## src/rtl/can_stuff_pkg.sv

```systemverilog
package can_stuff_pkg;
  // Longest run of equal bits allowed in the stuffed part of a frame.
  localparam int unsigned CAN_STUFF_RUN = 5;
endpackage

```

## src/rtl/can_run_tracker.sv

```systemverilog
// Counts the current run of equal bits. The count saturates at RUN_LEN.
module can_run_tracker #(
  parameter int unsigned RUN_LEN = 5,
  localparam int unsigned CW = $clog2(RUN_LEN + 1)
) (
  input  logic          clk,
  input  logic          rst_n,
  input  logic          clr,
  input  logic          adv,
  input  logic          bit_in,
  output logic [CW-1:0] run_cnt,
  output logic          last_bit
);
  localparam logic [CW-1:0] CNT_MAX = CW'(RUN_LEN);

  always_ff @(posedge clk or negedge rst_n) begin
    if (!rst_n) begin
      run_cnt  <= '0;
      last_bit <= 1'b1;
    end else if (adv) begin
      last_bit <= bit_in;
      if (clr || run_cnt == '0 || bit_in != last_bit)
        run_cnt <= CW'(1);
      else if (run_cnt != CNT_MAX)
        run_cnt <= run_cnt + CW'(1);
    end else if (clr) begin
      run_cnt <= '0;
    end
  end
endmodule

```

## src/rtl/can_stuff_tx.sv

```systemverilog
module can_stuff_tx #(
  parameter int unsigned RUN_LEN = 5
) (
  input  logic clk,
  input  logic rst_n,
  input  logic bit_tick,
  input  logic sof,
  input  logic stuff_en,
  input  logic in_valid,
  output logic in_ready,
  input  logic in_bit,
  output logic bus_bit,
  output logic out_valid,
  output logic out_stuff
);
  localparam int unsigned CW = $clog2(RUN_LEN + 1);

  logic [CW-1:0] run_cnt;
  logic          last_bit;
  logic          stuff_due;
  logic          emit;
  logic          emit_bit;

  // A stuff bit is owed once a full run has gone out, unless a new frame starts.
  assign stuff_due = stuff_en && !sof && (run_cnt == CW'(RUN_LEN));
  assign in_ready  = !stuff_due;
  assign emit      = bit_tick && (stuff_due || in_valid);
  assign emit_bit  = stuff_due ? ~last_bit : in_bit;

  can_run_tracker #(.RUN_LEN(RUN_LEN)) u_run (
    .clk      (clk),
    .rst_n    (rst_n),
    .clr      (sof || !stuff_en),
    .adv      (emit && stuff_en),
    .bit_in   (emit_bit),
    .run_cnt  (run_cnt),
    .last_bit (last_bit)
  );

  always_ff @(posedge clk or negedge rst_n) begin
    if (!rst_n) begin
      bus_bit   <= 1'b1;
      out_valid <= 1'b0;
      out_stuff <= 1'b0;
    end else begin
      out_valid <= emit;
      if (emit) begin
        bus_bit   <= emit_bit;
        out_stuff <= stuff_due;
      end
    end
  end
endmodule

```

## src/rtl/can_destuff_rx.sv

```systemverilog
module can_destuff_rx #(
  parameter int unsigned RUN_LEN = 5
) (
  input  logic clk,
  input  logic rst_n,
  input  logic bit_tick,
  input  logic sof,
  input  logic stuff_en,
  input  logic bus_bit,
  output logic out_valid,
  output logic out_bit,
  output logic stuff_err
);
  localparam int unsigned CW = $clog2(RUN_LEN + 1);

  logic [CW-1:0] run_cnt;
  logic          last_bit;
  logic          at_limit;
  logic          err_now;
  logic          deliver;

  // The bit after a full run is either a stuff bit (dropped) or a violation.
  assign at_limit = stuff_en && !sof && (run_cnt == CW'(RUN_LEN));
  assign err_now  = bit_tick && at_limit && (bus_bit == last_bit);
  assign deliver  = bit_tick && !at_limit;

  can_run_tracker #(.RUN_LEN(RUN_LEN)) u_run (
    .clk      (clk),
    .rst_n    (rst_n),
    .clr      (sof || !stuff_en || err_now),
    .adv      (bit_tick && stuff_en && !err_now),
    .bit_in   (bus_bit),
    .run_cnt  (run_cnt),
    .last_bit (last_bit)
  );

  always_ff @(posedge clk or negedge rst_n) begin
    if (!rst_n) begin
      out_valid <= 1'b0;
      out_bit   <= 1'b0;
      stuff_err <= 1'b0;
    end else begin
      out_valid <= deliver;
      stuff_err <= err_now;
      if (deliver) out_bit <= bus_bit;
    end
  end
endmodule

```

## src/rtl/can_bitstuff_top.sv

```systemverilog
module can_bitstuff_top #(
  parameter int unsigned RUN_LEN = can_stuff_pkg::CAN_STUFF_RUN
) (
  input  logic clk,
  input  logic rst_n,
  input  logic bit_tick,
  input  logic tx_sof,
  input  logic tx_stuff_en,
  input  logic tx_in_valid,
  output logic tx_in_ready,
  input  logic tx_in_bit,
  output logic tx_bus_bit,
  output logic tx_out_valid,
  output logic tx_out_stuff,
  input  logic rx_sof,
  input  logic rx_stuff_en,
  input  logic rx_bus_bit,
  output logic rx_out_valid,
  output logic rx_out_bit,
  output logic rx_stuff_err
);
  can_stuff_tx #(.RUN_LEN(RUN_LEN)) u_tx (
    .clk       (clk),
    .rst_n     (rst_n),
    .bit_tick  (bit_tick),
    .sof       (tx_sof),
    .stuff_en  (tx_stuff_en),
    .in_valid  (tx_in_valid),
    .in_ready  (tx_in_ready),
    .in_bit    (tx_in_bit),
    .bus_bit   (tx_bus_bit),
    .out_valid (tx_out_valid),
    .out_stuff (tx_out_stuff)
  );

  can_destuff_rx #(.RUN_LEN(RUN_LEN)) u_rx (
    .clk       (clk),
    .rst_n     (rst_n),
    .bit_tick  (bit_tick),
    .sof       (rx_sof),
    .stuff_en  (rx_stuff_en),
    .bus_bit   (rx_bus_bit),
    .out_valid (rx_out_valid),
    .out_bit   (rx_out_bit),
    .stuff_err (rx_stuff_err)
  );
endmodule

```

## config.mk

```make
export PLATFORM = sky130hd
export DESIGN_NAME = can_bitstuff_top
export DESIGN_NICKNAME = d
export VERILOG_FILES = /design/src/rtl/can_stuff_pkg.sv /design/src/rtl/can_run_tracker.sv /design/src/rtl/can_stuff_tx.sv /design/src/rtl/can_destuff_rx.sv /design/src/rtl/can_bitstuff_top.sv
export SDC_FILE = /design/constraint.sdc
export NUM_CORES = 1
export LEC_CHECK = 0
export BUFFER_PORTS_ARGS = -buffer_cell sky130_fd_sc_hd__buf_2
export CAP_MARGIN = 20
export CELL_PAD_IN_SITES_DETAIL_PLACEMENT = 0
export CELL_PAD_IN_SITES_GLOBAL_PLACEMENT = 1
export CORE_MARGIN = 2
export CORE_UTILIZATION = 40
export DETAILED_ROUTE_END_ITERATION = 16
export PLACE_DENSITY_LB_ADDON = 0.2
export SETUP_SLACK_MARGIN = 0.2
export SLEW_MARGIN = 20
export SYNTH_ARGS = -nofsm -noshare
export SYNTH_HDL_FRONTEND = slang
export SYNTH_SLANG_ARGS = --single-unit
```

## constraint.sdc

```tcl
create_clock -name clk -period 1.6 [get_ports clk]
set_input_delay 0.08 -clock clk [delete_from_list [all_inputs] [get_ports clk]]
set_output_delay 0.08 -clock clk [all_outputs]
set_load 0.02 [all_outputs]
```

Word level (Yosys, flattened, before mapping)
Cells that the tools add are included.
- add/subtract/negate cells: 2
- multiplexer cells: 9
- bitwise logic cells: 1
- equal/unequal tests: 9
- reduce and logical (&&, ||, !) cells: 32
- operators by type and width (kind ; number):
    two-way mux 3 bit ; 8
    logical AND 1 bit ; 11
    logical OR 1 bit ; 8
    zero test 1 bit ; 7
    adder 3 x 1 -> 3 bit (second input constant) ; 2
    equality test 3 bit (second input constant) ; 2
    zero test 3 bit ; 2
    != test 3 x 1 -> 1 bit (second input constant) ; 2
    != test 3 bit (second input constant) ; 2
    AND reduction 2 bit ; 2
    nonzero test 2 bit ; 2
    != test 1 bit ; 2
    equality test 1 bit ; 1
    two-way mux 1 bit ; 1
    NOT 1 bit ; 1
- output and inout bits: 7
- word-level logic and storage cells: 63
- register bits after elaboration: 14

Depth between registers and ports, before layout
- depth in word-level cells: 10
- depth in mapped cells: 8

Hierarchy
Synthesis repeated with hierarchy kept, for this count alone.
- cell total of the unflattened synthesis: 81
- area, all modules: 854.6 sq um
- by module, submodules not included (module ; cells each ; instances ; area each (sq um)):
    can_run_tracker ; 25 ; 2 ; 256.5
    can_stuff_tx ; 20 ; 1 ; 188.9
    can_destuff_rx ; 11 ; 1 ; 152.6

Worst setup path before layout
Ideal clock, no wire load.
- path kind: register -> register
- from: register u_tx.u_run.run_cnt[1]
- to: register u_tx.u_run.last_bit
- slack: 0.219 ns
- cell stages (with the launch flop): 9
- period minus slack after synthesis: 1.381 ns
- required time: 1.517 ns
- arrival time: 1.297 ns
- buffers on the path: 0
- cells stage by stage: dfrtp_1 inv_1 ha_1 nand2_2 nor2_4 inv_2 nand2_1 o21ai_1 a221o_1
- cells in the longest elaborated chain, start to end: 5
- elaborated cells on any way between the ends: 6
- ends and longest elaborated chain (element ; RTL line ; source):
    start, declared ; can_run_tracker.sv:11 ; output logic [CW-1:0] run_cnt,
    start signal, assigned ; can_run_tracker.sv:25 ; run_cnt <= run_cnt + CW'(1);
    equality test 3 bit * ; can_stuff_tx.sv:25 ; assign stuff_due = stuff_en && !sof && (run_cnt == CW'(RUN_LEN));
    logical AND 1 bit * ; can_stuff_tx.sv:25 ;
    logical OR 1 bit ; can_stuff_tx.sv:27 ; assign emit = bit_tick && (stuff_due || in_valid);
    logical AND 1 bit ; can_stuff_tx.sv:27 ;
    logical AND 1 bit ; can_stuff_tx.sv:34 ; .adv (emit && stuff_en),
    end signal, assigned ; can_run_tracker.sv:21 ; last_bit <= bit_in;
    end, declared ; can_run_tracker.sv:12 ; output logic last_bit
Every way passes the cells marked *; elsewhere a longest branch is shown, timed or not.
A chain may end at the register's enable or synchronous reset.

Worst setup path after layout
- from: register u_rx.u_run.run_cnt[0]
- to: register u_rx.u_run.run_cnt[2]
- cells in the longest elaborated chain, start to end: 9
- elaborated cells on any way between the ends: 18
- ends and longest elaborated chain (element ; RTL line ; source):
    start, declared ; can_run_tracker.sv:11 ;
    start signal, assigned ; can_run_tracker.sv:25 ;
    equality test 3 bit ; can_destuff_rx.sv:23 ; assign at_limit = stuff_en && !sof && (run_cnt == CW'(RUN_LEN));
    logical AND 1 bit ; can_destuff_rx.sv:23 ;
    logical AND 1 bit (2 in a row) ; can_destuff_rx.sv:24 ; assign err_now = bit_tick && at_limit && (bus_bit == last_bit);
    logical OR 1 bit ; can_destuff_rx.sv:30 ; .clr (sof || !stuff_en || err_now),
    logical OR 1 bit (2 in a row) ; can_run_tracker.sv:22 ; if (clr || run_cnt == '0 || bit_in != last_bit)
    != test 3 x 1 -> 1 bit (no source line) / two-way mux 3 bit (equally long branches) ; -- ;
    AND reduction 2 bit (no source line) / two-way mux 3 bit (equally long branches) ; -- ;
Several ways; a longest one is shown, not always the timed one. The select of a mux whose other input is x is not followed.

==> flow_metrics.env <==
export IMPL_status="finished, final reports clean"
export IMPL_gr_total_overflow=0
export IMPL_drive_gt1_share_pct=51.43
export IMPL_drtIter0Drc=2
export IMPL_clock_latency_ps=270
export IMPL_place_ws_ps=172.8
export IMPL_cp_cell_sequence="inv_2, ha_4, nor2b_4, nor4_4, a21oi_1, nor2_1"
export IMPL_n_antenna_cell=0
export IMPL_r2r_cells=6
export IMPL_finalSetupViolations=0
export IMPL_drt_wl_total_mm=1.603
export IMPL_place_congestion=0.7216
export IMPL_p_per_area_mw_per_mm2=692.3
export IMPL_drc_errors=0
export IMPL_finalSetupTns_ps=0
export IMPL_finalHoldViolCount=0
export IMPL_p_seq_share_pct=50.6
export IMPL_io_pins=17
export IMPL_die_y_microns=48.57
export IMPL_top_layer="met4"
export IMPL_crit_path_end_kind="register"
export IMPL_skew_ps=1.215
export IMPL_layout_common_cells="15 x buf_2, 10 x dfrtp_1, 7 x buf_4"
export IMPL_ys_flop_type="dfrtp_1"
export IMPL_clkPwrFrac_pct=31.7
export IMPL_fillers=179
export IMPL_startpoint_type="register"
export IMPL_yosysSeqAreaShare_pct=44.57
export IMPL_timing_fmax_ghz=0.7130
export IMPL_cpLargestDelayFamily="simple AND/OR/NAND/NOR gates"
export IMPL_cts_sinks=14
export IMPL_worstSetupPathDepth=6
export IMPL_portBuffers=16
export IMPL_wl_per_cell_microns=12.14
export IMPL_cts_root_buf="clkbuf_4"
export IMPL_power_frac_comb_pct=17.7
export IMPL_timing_rr_start="u_rx.u_run.run_cnt[0]"
export IMPL_seq_area_sq_um=355.3
export IMPL_grtUsageTotal_pct=13.53
export IMPL_final_cells=132
export IMPL_final_nets=122
export IMPL_tightest_slew_ps=350.5
export IMPL_clk_pin_slew_worst_paths_ps=80
export IMPL_synthArstFlopShare_pct=100.0
export IMPL_h_tree_depth=1
export IMPL_hp_class="input pin to register"
export IMPL_initial_utilization_pct=41.34
export IMPL_whs_endpoint="u_tx.u_run.last_bit"
export IMPL_fin_ws_ps=197.4
export IMPL_critPathMaxStageDelay_ps=410
export IMPL_antenna_found_initial=0
export IMPL_drt_met1_wl_microns=785
export IMPL_p_leak_nw=0.5127
export IMPL_dp_cells=118
export IMPL_fin_crit_ps=1403
export IMPL_ant_nets=0
export IMPL_crit_required_ps=1800
export IMPL_holdPathStages=2
export IMPL_cp_max_fo=3
export IMPL_die_w_microns=48.57
export IMPL_synth_fp_nets=92
export IMPL_r2r_slack_ps=200
export IMPL_core_sq_mm=0.001922
export IMPL_yosysUniqueCellTypes=34
export IMPL_num_vias=631
export IMPL_area_delta_synth_final_pct=40.94
export IMPL_rsz0062_at_grt="true"
export IMPL_holdWs_ps=83.61
export IMPL_routed_wl_met2_microns=776
export IMPL_synth_edff_count=0
export IMPL_critPathBufInv=1
export IMPL_grt_max_degree=15
export IMPL_power_switching_w=0.0001984
export IMPL_dr_pass1_iters=3
export IMPL_power_share_switching_pct=25.59
export IMPL_yosys_warnings=0
export IMPL_ir_worst_vdd_uv=494.9
export IMPL_drv_cap=0
export IMPL_final_max_slew_violation_count=0
export IMPL_fp_row_count=16
export IMPL_dp_hpwl_mm=1.105
export IMPL_cts_buffer_depth=2
export IMPL_p_int_w=0.0005768
export IMPL_slew_limit_headroom_pct=76.55
export IMPL_routed_via_density=4.780
export IMPL_arrival_ps=1610
export IMPL_grt_pass1_vias=552
export IMPL_grt_pass1_wl_mm=2.456
export IMPL_multiInputGateArea_sq_um=501.7
export IMPL_finalCritPeriodShare_pct=87.66
export IMPL_crit_slowest_cell="dfrtp_1"
export IMPL_die_area_sq_mm=0.002359
export IMPL_cts_tree="done"
export IMPL_timing_rr_end="u_rx.u_run.run_cnt[2]"
export IMPL_final_common_cell="buf_2"
export IMPL_ys_seq_elements=14
export IMPL_synth_area_sq_um=794.5
export IMPL_syn_avg_cell_area_sq_um=10.45
export IMPL_postSynthCellCount=76
export IMPL_path_class="register to register"
export IMPL_cts_buffers=3
export IMPL_wl_met3_microns=30
export IMPL_hp_start="tx_in_bit"
## how the worst max path moves through the flow
stage                     startpoint                     to  slack (ps)
2_1_floorplan  u_tx.u_run.run_cnt[1]    u_tx.u_run.last_bit         220
6_report       u_rx.u_run.run_cnt[0]  u_rx.u_run.run_cnt[2]         200
3_3_place_gp   u_tx.u_run.run_cnt[1]    u_tx.u_run.last_bit         190
5_1_grt        u_rx.u_run.run_cnt[0]  u_rx.u_run.run_cnt[2]         150
4_1_cts        u_tx.u_run.run_cnt[1]    u_tx.u_run.last_bit         180
3_5_place_dp   u_tx.u_run.run_cnt[1]    u_tx.u_run.last_bit         170
## sequential cells by signal, summed over array words and instances, names as in the netlist
name                 cells
u_rx.out_bit             1
u_rx.out_valid           1
u_rx.stuff_err           1
u_rx.u_run.last_bit      1
u_rx.u_run.run_cnt       3
u_tx.bus_bit             1
u_tx.out_stuff           1
u_tx.out_valid           1
u_tx.u_run.last_bit      1
u_tx.u_run.run_cnt       3
## stage by stage
stage	cell area, sq um	total power [W]	util [%]
after global placement	903.4	0.0005020	47.01
after global routing	1120	0.0008272	58.27
after detailed placement	903.4	0.0005034	47.01
after floorplan	794.5	0.0004603	-
final	1120	0.0007752	58.27
after CTS	983.4	0.0007592	51.17
## cell usage after synthesis (2+ instances only)
master | n | area share (%)
o21ai_1 | 2 | 1.3
nor3_1 | 2 | 1.3
nand3_1 | 2 | 1.3
nand2_2 | 2 | 1.6
a21oi_1 | 3 | 1.9
nand2b_1 | 4 | 3.1
a22o_1 | 2 | 2.2
dfstp_2 | 3 | 9.9
o21a_1 | 2 | 1.9
a2111oi_0 | 2 | 2.2
inv_1 | 5 | 2.4
dfrtp_1 | 11 | 35
xor2_1 | 2 | 2.2
nand2_1 | 4 | 1.9
o21ai_0 | 2 | 1.3
o2bb2ai_1 | 2 | 2.2
nor2_1 | 4 | 1.9
ha_1 | 6 | 9.4
## kinds of logic after synthesis
group / count (synthesis) / synth area share [%]
AO/OA/AOI/OAI: 19 / 17.32
flip-flops: 14 / 44.57
buffers and inverters: 7 / 3.464
adder cells (fa/ha/maj): 6 / 9.449
multiplexers: 2 / 2.834
AND/OR/NAND/NOR: 26 / 20.16
XOR/XNOR: 2 / 2.205
## final cells by class
cell class | count | area share, %
sequential | 14 | 31.73
multi-input combinational | 55 | 44.80
inverter | 6 | 2.011
clock buffer | 4 | 3.240
timing repair buffer | 26 | 15.20
tap | 27 | 3.017
## routing by layer
metal  global-route usage (%)  vias up
met4                    4.286        0
met5                        0        -
met2                    21.06        6
met3                    4.630        2
met1                    17.75      296
li1                         -      327
## timing repair
item                                    in CTS  in global routing
endpoints found under the setup margin       4                  7
pin swaps                                    2                  7
gates cloned                                 0                  0
hold buffers                                 2                  0
buffers inserted                             2                  6
hold endpoints to repair                    15                  0
gates resized for setup                      4                 23
## power groups by stage
stage,combinational [W],clock [W],sequential (W)
after global routing,0.000150,0.000282,0.000395
after floorplan,0.0000541,0,0.000406
after detailed placement,0.000107,0,0.000396
final,0.000137,0.000246,0.000392
after global placement,0.000106,0,0.000396
after CTS,0.000113,0.000257,0.000390
No activity file was read; power rests on OpenSTA's default activity.
